[config.mk]
export PLATFORM = sky130hd
export DESIGN_NAME = stack_addr_unit
export DESIGN_NICKNAME = d
export VERILOG_FILES = /design/src/rtl/stack_addr_unit.sv
export SDC_FILE = /design/constraint.sdc
export NUM_CORES = 1
export LEC_CHECK = 0
export ABC_AREA = 0
export BUFFER_PORTS_ARGS = -buffer_cell sky130_fd_sc_hd__buf_2
export CORE_MARGIN = 2
export CORE_UTILIZATION = 40
export DETAILED_ROUTE_END_ITERATION = 10
export GPL_TIMING_DRIVEN = 0
export PLACE_DENSITY_LB_ADDON = 0.05
export SYNTH_ARGS = -nofsm -noshare
export SYNTH_HDL_FRONTEND = slang
export SYNTH_SLANG_ARGS = --single-unit
[constraint.sdc]
create_clock -name clk -period 3.5 [get_ports clk]
set_clock_uncertainty 0.15 [all_clocks]
set_input_delay 0.35 -clock clk [delete_from_list [all_inputs] [get_ports clk]]
set_output_delay 0.35 -clock clk [all_outputs]
set_load 0.05 [all_outputs]
[src/rtl/stack_addr_unit.sv]
module stack_addr_unit #(
  parameter int AW = 16,
  parameter int DW = 16,
  parameter int SP_RESET = 4001,
  parameter int SP_FLOOR = 3000
) (
  input  logic          clk,
  input  logic          rst_n,
  input  logic [1:0]    addr_sel,
  input  logic [AW-1:0] pc_in,
  input  logic [AW-1:0] ar_in,
  input  logic          push,
  input  logic          pop,
  input  logic          dr_load,
  input  logic [DW-1:0] dr_wdata,
  input  logic [DW-1:0] mem_rdata,
  output logic [AW-1:0] mem_addr,
  output logic          mem_we,
  output logic [DW-1:0] mem_wdata,
  output logic [DW-1:0] dr_out,
  output logic [AW-1:0] sp_out,
  output logic          busy,
  output logic          below_floor
);
  localparam logic [AW-1:0] SP_INIT = AW'(SP_RESET);
  localparam logic [AW-1:0] FLOOR_A = AW'(SP_FLOOR);

  typedef enum logic [2:0] {S_IDLE, S_PDEC, S_PWR, S_ORD, S_ODONE} st_t;

  st_t           st;
  logic [AW-1:0] sp;
  logic [DW-1:0] dr;

  always_ff @(posedge clk) begin
    if (!rst_n) begin
      st <= S_IDLE;
      sp <= SP_INIT;
      dr <= '0;
    end else begin
      case (st)
        S_IDLE: begin
          if (push)         st <= S_PDEC;
          else if (pop)     st <= S_ORD;
          else if (dr_load) dr <= dr_wdata;
        end
        S_PDEC: begin
          sp <= sp - 1'b1;
          st <= S_PWR;
        end
        S_PWR: st <= S_IDLE;
        S_ORD: st <= S_ODONE;
        S_ODONE: begin
          dr <= mem_rdata;
          sp <= sp + 1'b1;
          st <= S_IDLE;
        end
        default: st <= S_IDLE;
      endcase
    end
  end

  assign busy        = (st != S_IDLE);
  assign mem_we      = (st == S_PWR);
  assign mem_wdata   = dr;
  assign dr_out      = dr;
  assign sp_out      = sp;
  assign below_floor = mem_we && (sp < FLOOR_A);
  assign mem_addr    = busy ? sp :
                       (addr_sel == 2'd0) ? pc_in :
                       (addr_sel == 2'd1) ? ar_in : sp;

  a_r3_push_dec: assert property (@(posedge clk) disable iff (!rst_n)
    (st == S_PDEC) |=> (sp_out == $past(sp_out) - 1'b1));

  a_r4_pop_inc: assert property (@(posedge clk) disable iff (!rst_n)
    (st == S_ODONE) |=> (sp_out == $past(sp_out) + 1'b1) && (dr_out == $past(mem_rdata)));

  a_r6_busy_two: assert property (@(posedge clk) disable iff (!rst_n)
    $rose(busy) |=> busy ##1 !busy);

  a_r6_idle_sp_held: assert property (@(posedge clk) disable iff (!rst_n)
    !busy |=> $stable(sp_out));

  a_r10_we_after_busy: assert property (@(posedge clk) disable iff (!rst_n)
    $rose(mem_we) |-> $past(busy));

  a_r8_floor_in_write: assert property (@(posedge clk) disable iff (!rst_n)
    below_floor |-> mem_we && busy);
endmodule

**After elaboration in Yosys (flattened, before gate mapping)**

Index checks and enable logic that the tools add are counted.

- Register bits after elaboration: 35
- Input port bits: 71
- Word-level logic and storage cells: 33

- Add/subtract/negate cells: 2
- $lt $le $gt $ge: 1
- Equality and inequality tests: 9
- Muxes and demuxes: 11
- Reduce and logical (&&, ||, !) cells: 7

Operators with widths:

| operator | count |
|---|---|
| 16-bit 2-to-1 mux | 6 |
| 16-bit case mux with 2 select lines | 2 |
| 16-bit by 1-bit adder with 16-bit output (second input constant) | 1 |
| 16-bit by 12-bit < comparator with 1-bit output (second input constant) | 1 |
| 16-bit by 1-bit subtractor with 16-bit output (second input constant) | 1 |
| 3-bit case mux with 3 select lines | 1 |
| 3-bit by 2-bit equality test with 1-bit output (second input constant) | 2 |
| 3-bit 2-to-1 mux | 2 |
| 2-bit inequality test (second input constant) | 3 |
| 4-bit AND reduction | 1 |
| 2-bit nonzero test | 2 |
| 3-bit by 1-bit equality test with 1-bit output (second input constant) | 1 |
| 3-bit equality test (second input constant) | 1 |
| 3-bit logical NOT | 1 |
| 3-bit inequality test (second input constant) | 1 |
| 3-bit nonzero test | 1 |
| 2-bit by 1-bit equality test with 1-bit output (second input constant) | 1 |
| 2-bit logical NOT | 1 |
| 1-bit logical AND | 1 |

**Logic depth before layout (Yosys ltp)**

Gate-level depths: netlist (run 1).

- Depth in word-level cells: 4
- Mapped depth: 12
- Mapped depth without buffers: 9

**Worst setup path after synthesis (run 1)**

Ideal clock, no wire load.

- Kind: register to register
- Start point: register st[1]
- End point: register sp[12], in the netlist sp_out[12]
- Arrival: 2,702 ps
- Required time: 3,255 ps
- Setup slack: 553 ps
- Cell stages (with the launch flop): 13
- Path buffers: 3
- Period minus slack after synthesis: 2,947 ps
- Cell sequence: dfxtp_1 -> clkbuf_1 -> nor3b_1 -> buf_4 -> buf_4 -> inv_1 -> ha_1 -> nand2_2 -> o21bai_4 -> a21boi_2 -> o31ai_2 -> or4_1 -> o311ai_1

- Cells in the longest elaborated chain, start to end: 2
- Elaborated cells between the ends (all ways): 4
- Those cells by class: eq/ne (2); mux (1); reduce/logical (1)

RTL lines:

| what | line | RTL |
|---|---|---|
| start: declaration | 30 | `st_t st;` |
| start signal: assignment | 36 | `st <= S_IDLE;` |
| start signal: assignment | 42 | `if (push) st <= S_PDEC;` |
| start signal: assignment | 43 | `else if (pop) st <= S_ORD;` |
| 3-bit equality test / 3-bit by 1-bit equality test with 1-bit output (equally long branches) | 40 | `case (st)` |
| 16-bit case mux with 2 select lines / 2-bit nonzero test (equally long branches) | -- |  |
| end signal: assignment | 47 | `sp <= sp - 1'b1;` |
| end signal: assignment | 54 | `sp <= sp + 1'b1;` |
| end: declaration | 31 | `logic [AW-1:0] sp;` |

Parallel ways exist; a longest one is shown, timed or not.
A chain may end at the register's enable or synchronous reset.

**Final worst setup path (run 1)**

Same ends and word-level chain as after synthesis.

==> metrics.csv, run 1 <==
stage,metric,value,unit
routing,routed wire length,7530,µm
synthesis,post-synthesis xor/xnor area fraction,0.0294,
layout,Area Growth Syn to Fin,34.4,%
synthesis,Synth async-reset ratio,0,
clock_tree,CTS Root Cell,clkbuf_8,
floorplanning,Die Ht,85.9,µm
timing,final-report hold violation count,0,
synthesis,Post-Syn Nets,411,
routing,vias,2816,
global_route,initial antenna violation count,0,
routing,routed wl met2,3610,µm
routing,Max Used Layer,met4,
worst_setup_path,CP startpoint,st[1],
place,PortBufs,136,
worst_setup_path,Worst EP arrival,3.17,ns
routing,Residual DRC,4,
worst_setup_path,reg2reg end,sp_out[12],
clock_tree,clk sinks,35,
timing,Tmin final,3.13,ns
routing,wire length on met1,3560,µm
synthesis,Post-Syn Area,0.00268,mm²
floorplanning,die area,0.00738,mm²
timing,RSZ-0062 raised after global routing,false,
synthesis,top post-synthesis cells by area,"dfxtp_1, mux2i_1, ha_1",
global_route,GRT Util Overall,0.202,
worst_setup_path,CP max stage cell,or4_1,
synthesis,simple-gate share of the synthesized area,0.193,
floorplanning,core box area,0.00642,mm²
floorplanning,Initial Utilization,0.418,
timing,Final Cycle Share,0.896,
worst_setup_path,CP bufs+invs,4,
worst_setup_path,CP max FO,11,
floorplanning,die width,85.9,µm
global_route,first-pass GRT wire length,12100,µm
worst_setup_path,FF-to-FF setup slack,0.37,ns
routing,via/cell ratio,5.13,
clock_tree,# H-tree levels,2,
place,dpl cells,537,
job,Max Cap Viol,0,
synthesis,area share of the largest cell type after synthesis,0.261,
hold_path,Hold Crit Depth,3,
synthesis,Post-Synth Adder-Cell Area,0.0774,
hold_path,HP Start,rst_n,
worst_setup_path,R2R cell count,12,
worst_setup_path,startpoint types,flop,
power,worst IR drop on VDD,0.236,mV
layout,final net count,559,
routing,Final ANT Viol Nets,0,
routing,Met3 Routed Length,301,µm
timing,final slew viol count,0,
routing,First DRT Iteration DRCs,93,
routing,Routed WL per cell,13.7,µm
worst_setup_path,cell family with most CP delay,simple AND/OR/NAND/NOR gates,
synthesis,Cell variety after synth,50,
worst_setup_path,Crit path largest cell delay,0.48,ns
synthesis,top-count cell post-synth,nand2_1,
clock_tree,worst skew pair latency,0.29,ns
status,failing checks,DRC,
layout,number of diodes,0,
hold_path,worst hold path type,input pin to flop,
synthesis,post-synth top area cell,dfxtp_1,
timing,fmax,319,MHz
clock_tree,CTS buffer count,5,
worst_setup_path,CP endpoint kind,flop,
timing,hold slack,0.243,ns
layout,Post-Layout Cell Count,549,
synthesis,Synth Area in Compound Gates,0.221,
layout,layout cells sized above 1,0.394,
floorplanning,row count,29,
place,RePlAce Congestion,0.807,
status,status,finished with violations,
synthesis,post-synthesis mux area share,0.127,
clock_tree,TritonCTS clock tree,yes,
synthesis,Mean Syn Cell Area,8.28,µm²
synthesis,number of enable flip-flop cells after synthesis,0,
routing,DRT Pass-1 Iters,7,
timing,final-report setup violation count,0,
synthesis,combinational family with the most area after synthesis,compound AO/OA/AOI/OAI gates,
clock_tree,Max clock buf depth,2,
synthesis,Mapped Cells,324,
clock_tree,clock transition at the registers of the reported paths,0.07,ns
global_route,vias in the first global route,2629,
worst_setup_path,CP cell instances,"clkbuf_1, nor3b_1, buf_4, buf_6, clkinvlp_4, ha_1, a21oi_1, nand2_1, a2bb2oi_1, o31ai_4, or4_1, o311ai_1",
floorplanning,# IOs,138,
timing,Relative slew margins,0.631,
synthesis,yosys warns,0,
synthesis,ys flop type,dfxtp_1,
timing,worst-margin pin slew,0.550,ns
worst_setup_path,Reg2Reg Launch Point,st[1],
clock_tree,CTS Hold Bufs,0,
global_route,largest net degree at the start of global routing,16,
power,Leakage,1.95,nW
synthesis,register bit total from synthesis,35,
worst_setup_path,Required @ worst endpoint,3.54,ns
power,power per cell area,422,mW/mm²
worst_setup_path,critical path type,flop to flop,
synthesis,sequential share of the synthesized area,0.261,
global_route,grt ovf,0,
place,post-DP HPWL,5900,µm
synthesis,Synth top cells by count,"nand2_1, dfxtp_1, mux2i_1",
hold_path,hold-critical path endpoint,sp_out[15],
how the worst max path moves through the flow:
stage	endpoint	cells past startpoint	slack (ns)
5_1_grt	sp_out[12]	12	0.1
2_1_floorplan	sp_out[12]	12	0.55
3_5_place_dp	sp_out[15]	12	-0.01
6_report	sp_out[12]	12	0.37
4_1_cts	sp_out[12]	12	0.06
3_3_place_gp	sp_out[15]	12	0.04
placed cells by master, fill, tap and decap left out, types with 4 or more instances in the layout:
| master | count |
|---|---|
| a21oi_1 | 28 |
| buf_2 | 140 |
| buf_4 | 21 |
| clkbuf_1 | 10 |
| clkbuf_8 | 7 |
| dfxtp_1 | 35 |
| ha_1 | 15 |
| inv_1 | 6 |
| mux2i_1 | 34 |
| nand2_1 | 42 |
| nand2b_1 | 4 |
| nand3_1 | 10 |
| nor2_1 | 21 |
| nor3b_1 | 5 |
| o211a_1 | 17 |
| o211ai_1 | 5 |
| o21ai_0 | 12 |
| xnor2_1 | 7 |
kinds of logic after synthesis:
logic type	count (synthesis)
AOI/OAI and AO/OA	83
xor gates and xnor gates	9
adders and majority gates	16
buffers and inverters	41
DFF	35
muxes	34
and+or+nand+nor	106
worst register-to-register path: cells and delay by family, from the launching register on:
kind	cells	cell delay (ns)
fa+ha+maj	1	0.40
compound gates	4	0.62
flops	1	0.30
buf+inv	4	0.75
simple gates	3	0.83
per-layer routing:
| layer | global-route usage | vias to the layer above |
|---|---|---|
| li1 | - | 1448 |
| met1 | 0.269 | 1299 |
| met2 | 0.340 | 62 |
| met3 | 0.0346 | 7 |
| met4 | 0.0519 | 0 |
| met5 | 0 | - |
state kept, by name (all words and copies together), names as in the netlist:
name,flops
st,3
sp_out,16
dr_out,16
metrics by stage:
stage               utilization  cell area, µm²  total power [W]  setup TNS (ns)  worst slack (ns)
CTS                       0.553            3550          0.00152               0            0.0585
global placement          0.539            3460          0.00121               0            0.0408
global route              0.561            3600          0.00161               0            0.0983
floorplan                     -            2680          0.00104               0             0.553
detailed placement        0.539            3460          0.00122         -0.0134           -0.0134
finish                    0.561            3600          0.00152               0             0.365
layout make-up:
cell class	instances	area, µm²
Buffer	34	221
Clock buffer	6	82.6
Clock inverter	1	5.00
Fill cell	651	2820
Inverter	7	30.0
Multi-Input combinational cell	248	1750
Sequential cell	35	701
Tap cell	77	96.3
Timing Repair Buffer	140	711
Timing Repair inverter	1	7.51
repair_timing:
action / in CTS / in global routing
cloned: 0 / 1
endpoints found under the hold margin: 0 / 0
setup buffers: 0 / 4
setup endpoints to repair: 1 / 7
gates resized for setup: 1 / 4
report_power, final:
| group | internal, W | switching, W |
|---|---|---|
| combinational | 0.000244 | 0.000499 |
| sequential | 0.000431 | 0.0000379 |
| clock | 0.000155 | 0.000153 |
No activity file was read; power rests on OpenSTA's default activity.
==> run 2, diff against run 1 <==
CORE_UTILIZATION = 46   (was 40)
==> run 2 against run 1 <==
Against the previous run: register-to-register slack worse by 0.08 ns; largest power group unchanged; sequential cell count unchanged; first-iteration DRC count up 5.4%; core utilization up 8.2 points; the flow now finishes without violations; sequential power about the same.
==> metrics.csv, run 2 (same netlist as run 1, synthesis figures left out) <==
stage,metric,value,unit,change
clock_tree,worst skew pair latency,0.30,ns,about the same
worst_setup_path,crit path to,sp_out[14],,
worst_setup_path,CP bufs+invs,4,,unchanged
worst_setup_path,reg2reg end,sp_out[14],,
routing,Routed WL per cell,13.5,µm,-2.0%
power,Leakage,1.94,nW,-0.64%
worst_setup_path,R2R cell count,12,,unchanged
layout,final core occ,0.644,,+0.0823
routing,routed wire length,7320,µm,-2.9%
floorplanning,Initial Utilization,0.481,,+0.0636
worst_setup_path,WP depth,12,,unchanged
worst_setup_path,FF-to-FF setup slack,0.28,ns,-0.08 ns
job,Max Cap Viol,0,,unchanged
timing,final-report hold violation count,0,,unchanged
global_route,first-pass GRT wire length,11400,µm,-5.4%
worst_setup_path,Reg2Reg Launch Point,st[1],,
worst_setup_path,CP cell instances,"clkbuf_1, nor3b_1, buf_4, buf_6, clkinvlp_4, ha_1, nand2_2, o21bai_4, a21boi_2, o31ai_2, o311ai_0, o221ai_1",,
clock_tree,clock transition at the registers of the reported paths,0.08,ns,about the same
place,PortBufs,136,,unchanged
routing,First DRT Iteration DRCs,98,,+5.4%
routing,vias,2802,,-0.50%
power,worst IR drop on VDD,0.253,mV,+7.2%
clock_tree,CTS Root Cell,clkbuf_8,,
clock_tree,CTS buffer count,5,,unchanged
floorplanning,die width,80.4,µm,-6.4%
global_route,largest net degree at the start of global routing,16,,unchanged
clock_tree,Max clock buf depth,2,,unchanged
global_route,grt ovf,0,,unchanged
routing,Residual DRC,0,,-4
floorplanning,die area,0.00646,mm²,-12%
timing,setup ws final,0.281,ns,-0.0841 ns
clock_tree,CTS Hold Bufs,0,,unchanged
place,post-DP HPWL,5740,µm,-2.8%
layout,most frequent cells in the layout,"buf_2, nand2_1, dfxtp_1",,
worst_setup_path,CP max FO,11,,unchanged
global_route,GRT Util Overall,0.224,,+0.0217
power,power per cell area,424,mW/mm²,+0.50%
routing,via/cell ratio,5.15,,+0.42%
layout,Area Growth Syn to Fin,33.7,%,
status,status,finished clean,,
floorplanning,Die Ht,80.4,µm,-6.4%
hold_path,worst hold path type,input pin to flop,,
timing,final slew viol count,0,,unchanged
timing,RSZ-0062 raised after global routing,false,,
worst_setup_path,CP startpoint,st[1],,
layout,number of diodes,0,,unchanged
global_route,vias in the first global route,2482,,-5.6%
routing,Final ANT Viol Nets,0,,unchanged
worst_setup_path,Worst EP arrival,3.23,ns,+0.06 ns
power,total power,0.00152,W,about the same
timing,Final Cycle Share,0.920,,+0.0240
floorplanning,# IOs,138,,unchanged
layout,layout cells sized above 1,0.394,,unchanged
layout,"commonest non-fill, non-tap cell in the layout",buf_2,,
layout,final net count,558,,-0.18%
worst_setup_path,CP max stage cell,ha_1,,
clock_tree,clk sinks,35,,unchanged
worst_setup_path,Required @ worst endpoint,3.51,ns,-0.03 ns
timing,worst-margin pin slew,0.564,ns,+0.0143 ns
routing,DRT Pass-1 Iters,4,,-3
place,RePlAce Congestion,0.918,,+14%
timing,Tmin final,3.22,ns,+0.0841 ns
timing,Relative slew margins,0.621,,-0.00961
worst_setup_path,startpoint types,flop,,
clock_tree,TritonCTS clock tree,yes,,
timing,setup TNS,0,ns,unchanged
clock_tree,# H-tree levels,2,,unchanged
timing,fmax,311,MHz,-2.6%
worst_setup_path,critical path type,flop to flop,,
worst_setup_path,cell family with most CP delay,compound AO/OA/AOI/OAI gates,,
timing,final-report setup violation count,0,,unchanged
floorplanning,core box area,0.00557,mm²,-13%
worst_setup_path,CP endpoint kind,flop,,
place,pre-CTS setup slack,0.0515,ns,+0.0649 ns
global_route,initial antenna violation count,0,,unchanged
floorplanning,row count,27,,-6.9%
worst_setup_path,Crit path largest cell delay,0.39,ns,-0.09 ns
run 2: worst min path at each step:
stage	from	endpoint	slack, ns	cells past startpoint
floorplan	rst_n	sp_out[15]	0.35	2
global placement	sp_out[2]	sp_out[2]	0.35	2
detailed placement	sp_out[2]	sp_out[2]	0.35	2
CTS	rst_n	sp_out[15]	0.23	3
global route	dr_wdata[5]	dr_out[5]	0.24	4
finish	rst_n	sp_out[15]	0.24	3
run 2: cell type report:
type                       count  area [µm²]
timing repair inverter         1        7.51
timing repair buffer         139         703
inverter                       7        30.0
multi-input combinational    248        1740
clock inverter                 3        23.8
sequential                    35         701
fill                         520        1990
clock buffer                   5        68.8
buffer                        34         221
tap                           72        90.1
run 2: what timing repair did:
| action | CTS | global route |
|---|---|---|
| resized for setup | 0 | 4 |
| setup buffers | 0 | 3 |
| endpoints found under the setup margin | 0 | 7 |
run 2: metrics by stage:
step	std cells	area [µm²]	hold WS [ns]
2_1_floorplan	324	2680	0.352
3_3_place_gp	532	3450	0.351
3_5_place_dp	532	3450	0.352
4_1_cts	540	3550	0.230
5_1_grt	544	3590	0.243
6_report	544	3590	0.240
run 2: where the power goes:
group | switching, W | internal (W) | leakage (nW) | total (W)
sequential | 0.0000384 | 0.000431 | 0.286 | 0.000469
combinational | 0.000494 | 0.000243 | 1.61 | 0.000737
clock | 0.000171 | 0.000142 | 0.0408 | 0.000314
run 2: metal layers:
layer / global-route usage / share of wire
met1: 0.279 / 0.44
met2: 0.390 / 0.51
met3: 0.0438 / 0.037
met4: 0.0627 / 0.011
met5: 0 / 0
run 2: worst register-to-register path: stages (launching register included):
cell	delay (ns)
dfxtp_1	0.31
clkbuf_1	0.19
nor3b_1	0.22
buf_4	0.25
buf_6	0.23
clkinvlp_4	0.20
ha_1	0.39
nand2_2	0.09
o21bai_4	0.18
a21boi_2	0.20
o31ai_2	0.14
o311ai_0	0.36
o221ai_1	0.19
==> run 3, diff against run 2 <==
CORE_UTILIZATION = 47   (was 46)
CTS_BUF_LIST = sky130_fd_sc_hd__clkbuf_4   (was not set)
==> run 3 against run 2 <==
Against the previous run: wire length is 0.74% lower; critical path depth up 1; global-route usage up 0.50 points; register-to-register slack got worse by 0.05 ns; total power down 5.3%; critical endpoint is now sp_out[15]; largest power group unchanged; highest routed layer unchanged.
==> metrics.csv, run 3 (same netlist as run 1, synthesis figures left out) <==
stage,metric,value,unit,change
routing,First DRT Iteration DRCs,106,,+8.2%
hold_path,worst hold path type,input pin to flop,,
layout,Filler Cells Inserted,514,,-1.2%
floorplanning,row count,27,,unchanged
clock_tree,CTS buffer count,5,,unchanged
place,post-DP HPWL,5740,µm,about the same
power,sequential power share,0.328,,+0.019
power,Net Sw Power,0.000687,W,-2.5%
hold_path,HP Start,rst_n,,
worst_setup_path,FF-to-FF setup slack,0.23,ns,-0.05 ns
floorplanning,die width,79.6,µm,-1.0%
place,PortBufs,136,,unchanged
layout,Area Growth Syn to Fin,32.0,%,
clock_tree,TritonCTS clock tree,yes,,
worst_setup_path,startpoint types,flop,,
layout,final net count,557,,-0.18%
routing,vias,2808,,+0.21%
floorplanning,# IOs,138,,unchanged
clock_tree,clock transition at the registers of the reported paths,0.11,ns,+0.03 ns
power,Pint,0.000753,W,-7.7%
layout,area of the multi-input gates,0.00174,mm²,unchanged
global_route,initial antenna violation count,0,,unchanged
global_route,first-pass GRT wire length,11600,µm,+1.2%
worst_setup_path,CP endpoint kind,flop,,
clock_tree,Max clock buf depth,2,,unchanged
floorplanning,Initial Utilization,0.487,,+0.00591
routing,via/cell ratio,5.17,,+0.40%
layout,layout cells sized above 1,0.393,,-0.00129
clock_tree,# H-tree levels,2,,unchanged
timing,final-report setup violation count,0,,unchanged
job,Max Cap Viol,0,,unchanged
worst_setup_path,Reg2Reg Launch Point,st[1],,
hold_path,hold-critical path endpoint,sp_out[15],,
status,status,finished clean,,
global_route,vias in the first global route,2493,,+0.44%
clock_tree,worst skew pair latency,0.35,ns,+0.05 ns
layout,number of diodes,0,,unchanged
timing,worst-margin pin slew,0.503,ns,-0.0616 ns
routing,DRT Pass-1 Iters,4,,unchanged
routing,Final ANT Viol Nets,0,,unchanged
routing,routed wire length,7260,µm,-0.74%
timing,final-report hold violation count,0,,unchanged
clock_tree,CTS Hold Bufs,0,,unchanged
global_route,GRT Util Overall,0.229,,+0.00501
worst_setup_path,reg2reg end,sp_out[15],,
floorplanning,Die Ht,79.6,µm,-1.0%
layout,most frequent cells in the layout,"buf_2, nand2_1, dfxtp_1",,
power,power per cell area,407,mW/mm²,-4.0%
power,switching power share of the total,0.477,,+0.0137
timing,setup TNS,0,ns,unchanged
timing,Final Cycle Share,0.934,,+0.0145
layout,Final Instance Area,0.00354,mm²,-1.3%
timing,Tmin final,3.27,ns,+0.0509 ns
timing,Relative slew margins,0.662,,+0.0414
hold_path,Hold Crit Depth,3,,unchanged
routing,Routed WL per cell,13.4,µm,-0.56%
floorplanning,die area,0.00633,mm²,-2.0%
place,"Cell Area, Placed",0.00345,mm²,unchanged
clock_tree,CTS Root Cell,clkbuf_4,,
worst_setup_path,R2R cell count,13,,+1
power,Clk network pwr share,0.158,,-0.048
timing,fmax,306,MHz,-1.6%
place,RePlAce Congestion,0.893,,-2.8%
routing,Residual DRC,0,,unchanged
clock_tree,clk sinks,35,,unchanged
worst_setup_path,critical path type,flop to flop,,
worst_setup_path,Worst EP arrival,3.40,ns,+0.17 ns
timing,final slew viol count,0,,unchanged
power,Comb pwr share,0.514,,+0.029
layout,register area,701,µm²,unchanged
global_route,largest net degree at the start of global routing,16,,unchanged
power,Leakage,1.93,nW,-0.68%
global_route,grt ovf,0,,unchanged
worst_setup_path,CP max FO,10,,-1
floorplanning,core box area,0.00551,mm²,-1.2%
layout,"commonest non-fill, non-tap cell in the layout",buf_2,,
worst_setup_path,Required @ worst endpoint,3.63,ns,+0.12 ns
power,worst IR drop on VDD,0.275,mV,+8.9%
==> run 3: cell types whose count changed in the layout (fill, tap and decap cells not counted), sizes merged <==
cell / before / now
clkinv: 0 / 1
inv: 7 / 6
clkinvlp: 4 / 3
==> run 3: timing repair <==
action,CTS,global route
setup endpoints to repair,1,3
resized for setup,1,1
setup buffers,0,3
gates cloned,0,0
pin swaps,0,0
==> run 3: worst max path at each step <==
| stage | startpoint | to | slack (ns) | cells after the start |
|---|---|---|---|---|
| floorplan | st[1] | sp_out[12] | 0.55 | 12 |
| global placement | st[1] | sp_out[15] | 0.05 | 12 |
| detailed placement | st[1] | sp_out[15] | 0.03 | 12 |
| CTS | st[1] | sp_out[15] | 0.12 | 12 |
| global route | st[1] | sp_out[15] | -0.002 | 13 |
| finish | st[1] | sp_out[15] | 0.23 | 13 |
==> run 3: power groups by stage <==
| stage | Sequential (W) | Clock (W) | Combinational, W |
|---|---|---|---|
| CTS | 0.000473 | 0.000235 | 0.000736 |
| detailed placement | 0.000481 | 0 | 0.000732 |
| global placement | 0.000480 | 0 | 0.000726 |
| finish | 0.000472 | 0.000228 | 0.000740 |
| global route | 0.000479 | 0.000251 | 0.000802 |
| floorplan | 0.000574 | 0 | 0.000466 |
==> run 3: area by class of cell <==
cell class | count | area share
Buffer | 34 | 0.0615
Clock buffer | 5 | 0.0106
Timing Repair Buffer | 139 | 0.199
Inverter | 7 | 0.00848
Multi-Input combinational cell | 248 | 0.492
Tap cell | 72 | 0.0254
Clock inverter | 3 | 0.00565
Sequential cell | 35 | 0.198
==> run 3: through the flow <==
step                worst slack (ns)  utilization  cells  hold WS (ns)  power, W
floorplan                      0.553            -    324         0.352   0.00104
global placement              0.0496        0.627    532         0.348   0.00121
detailed placement            0.0265        0.627    532         0.360   0.00121
CTS                            0.118        0.638    540         0.166   0.00144
global route                -0.00172        0.643    543         0.175   0.00153
finish                         0.230        0.643    543         0.169   0.00144
==> run 3: critical path, cell delays in order (launching register included) <==
cell and delay [ns]:
dfxtp_1 0.32, clkbuf_1 0.19, nor3b_1 0.21, buf_4 0.24, buf_4 0.26, clkinvlp_4 0.12, buf_4 0.18, ha_1 0.34
nand2_1 0.09, o21ai_0 0.22, a21oi_2 0.10, o21ai_0 0.33, mux2i_1 0.27, mux2i_1 0.19
==> run 3: per-layer routing <==
layer | part of all wire | routed length, µm | track usage | up-vias
li1 | - | - | - | 1443
met1 | 0.44 | 3230 | 0.302 | 1260
met2 | 0.46 | 3380 | 0.387 | 100
met3 | 0.083 | 604 | 0.0396 | 5
met4 | 0.0078 | 57 | 0.0569 | 0
met5 | 0 | 0 | 0 | -
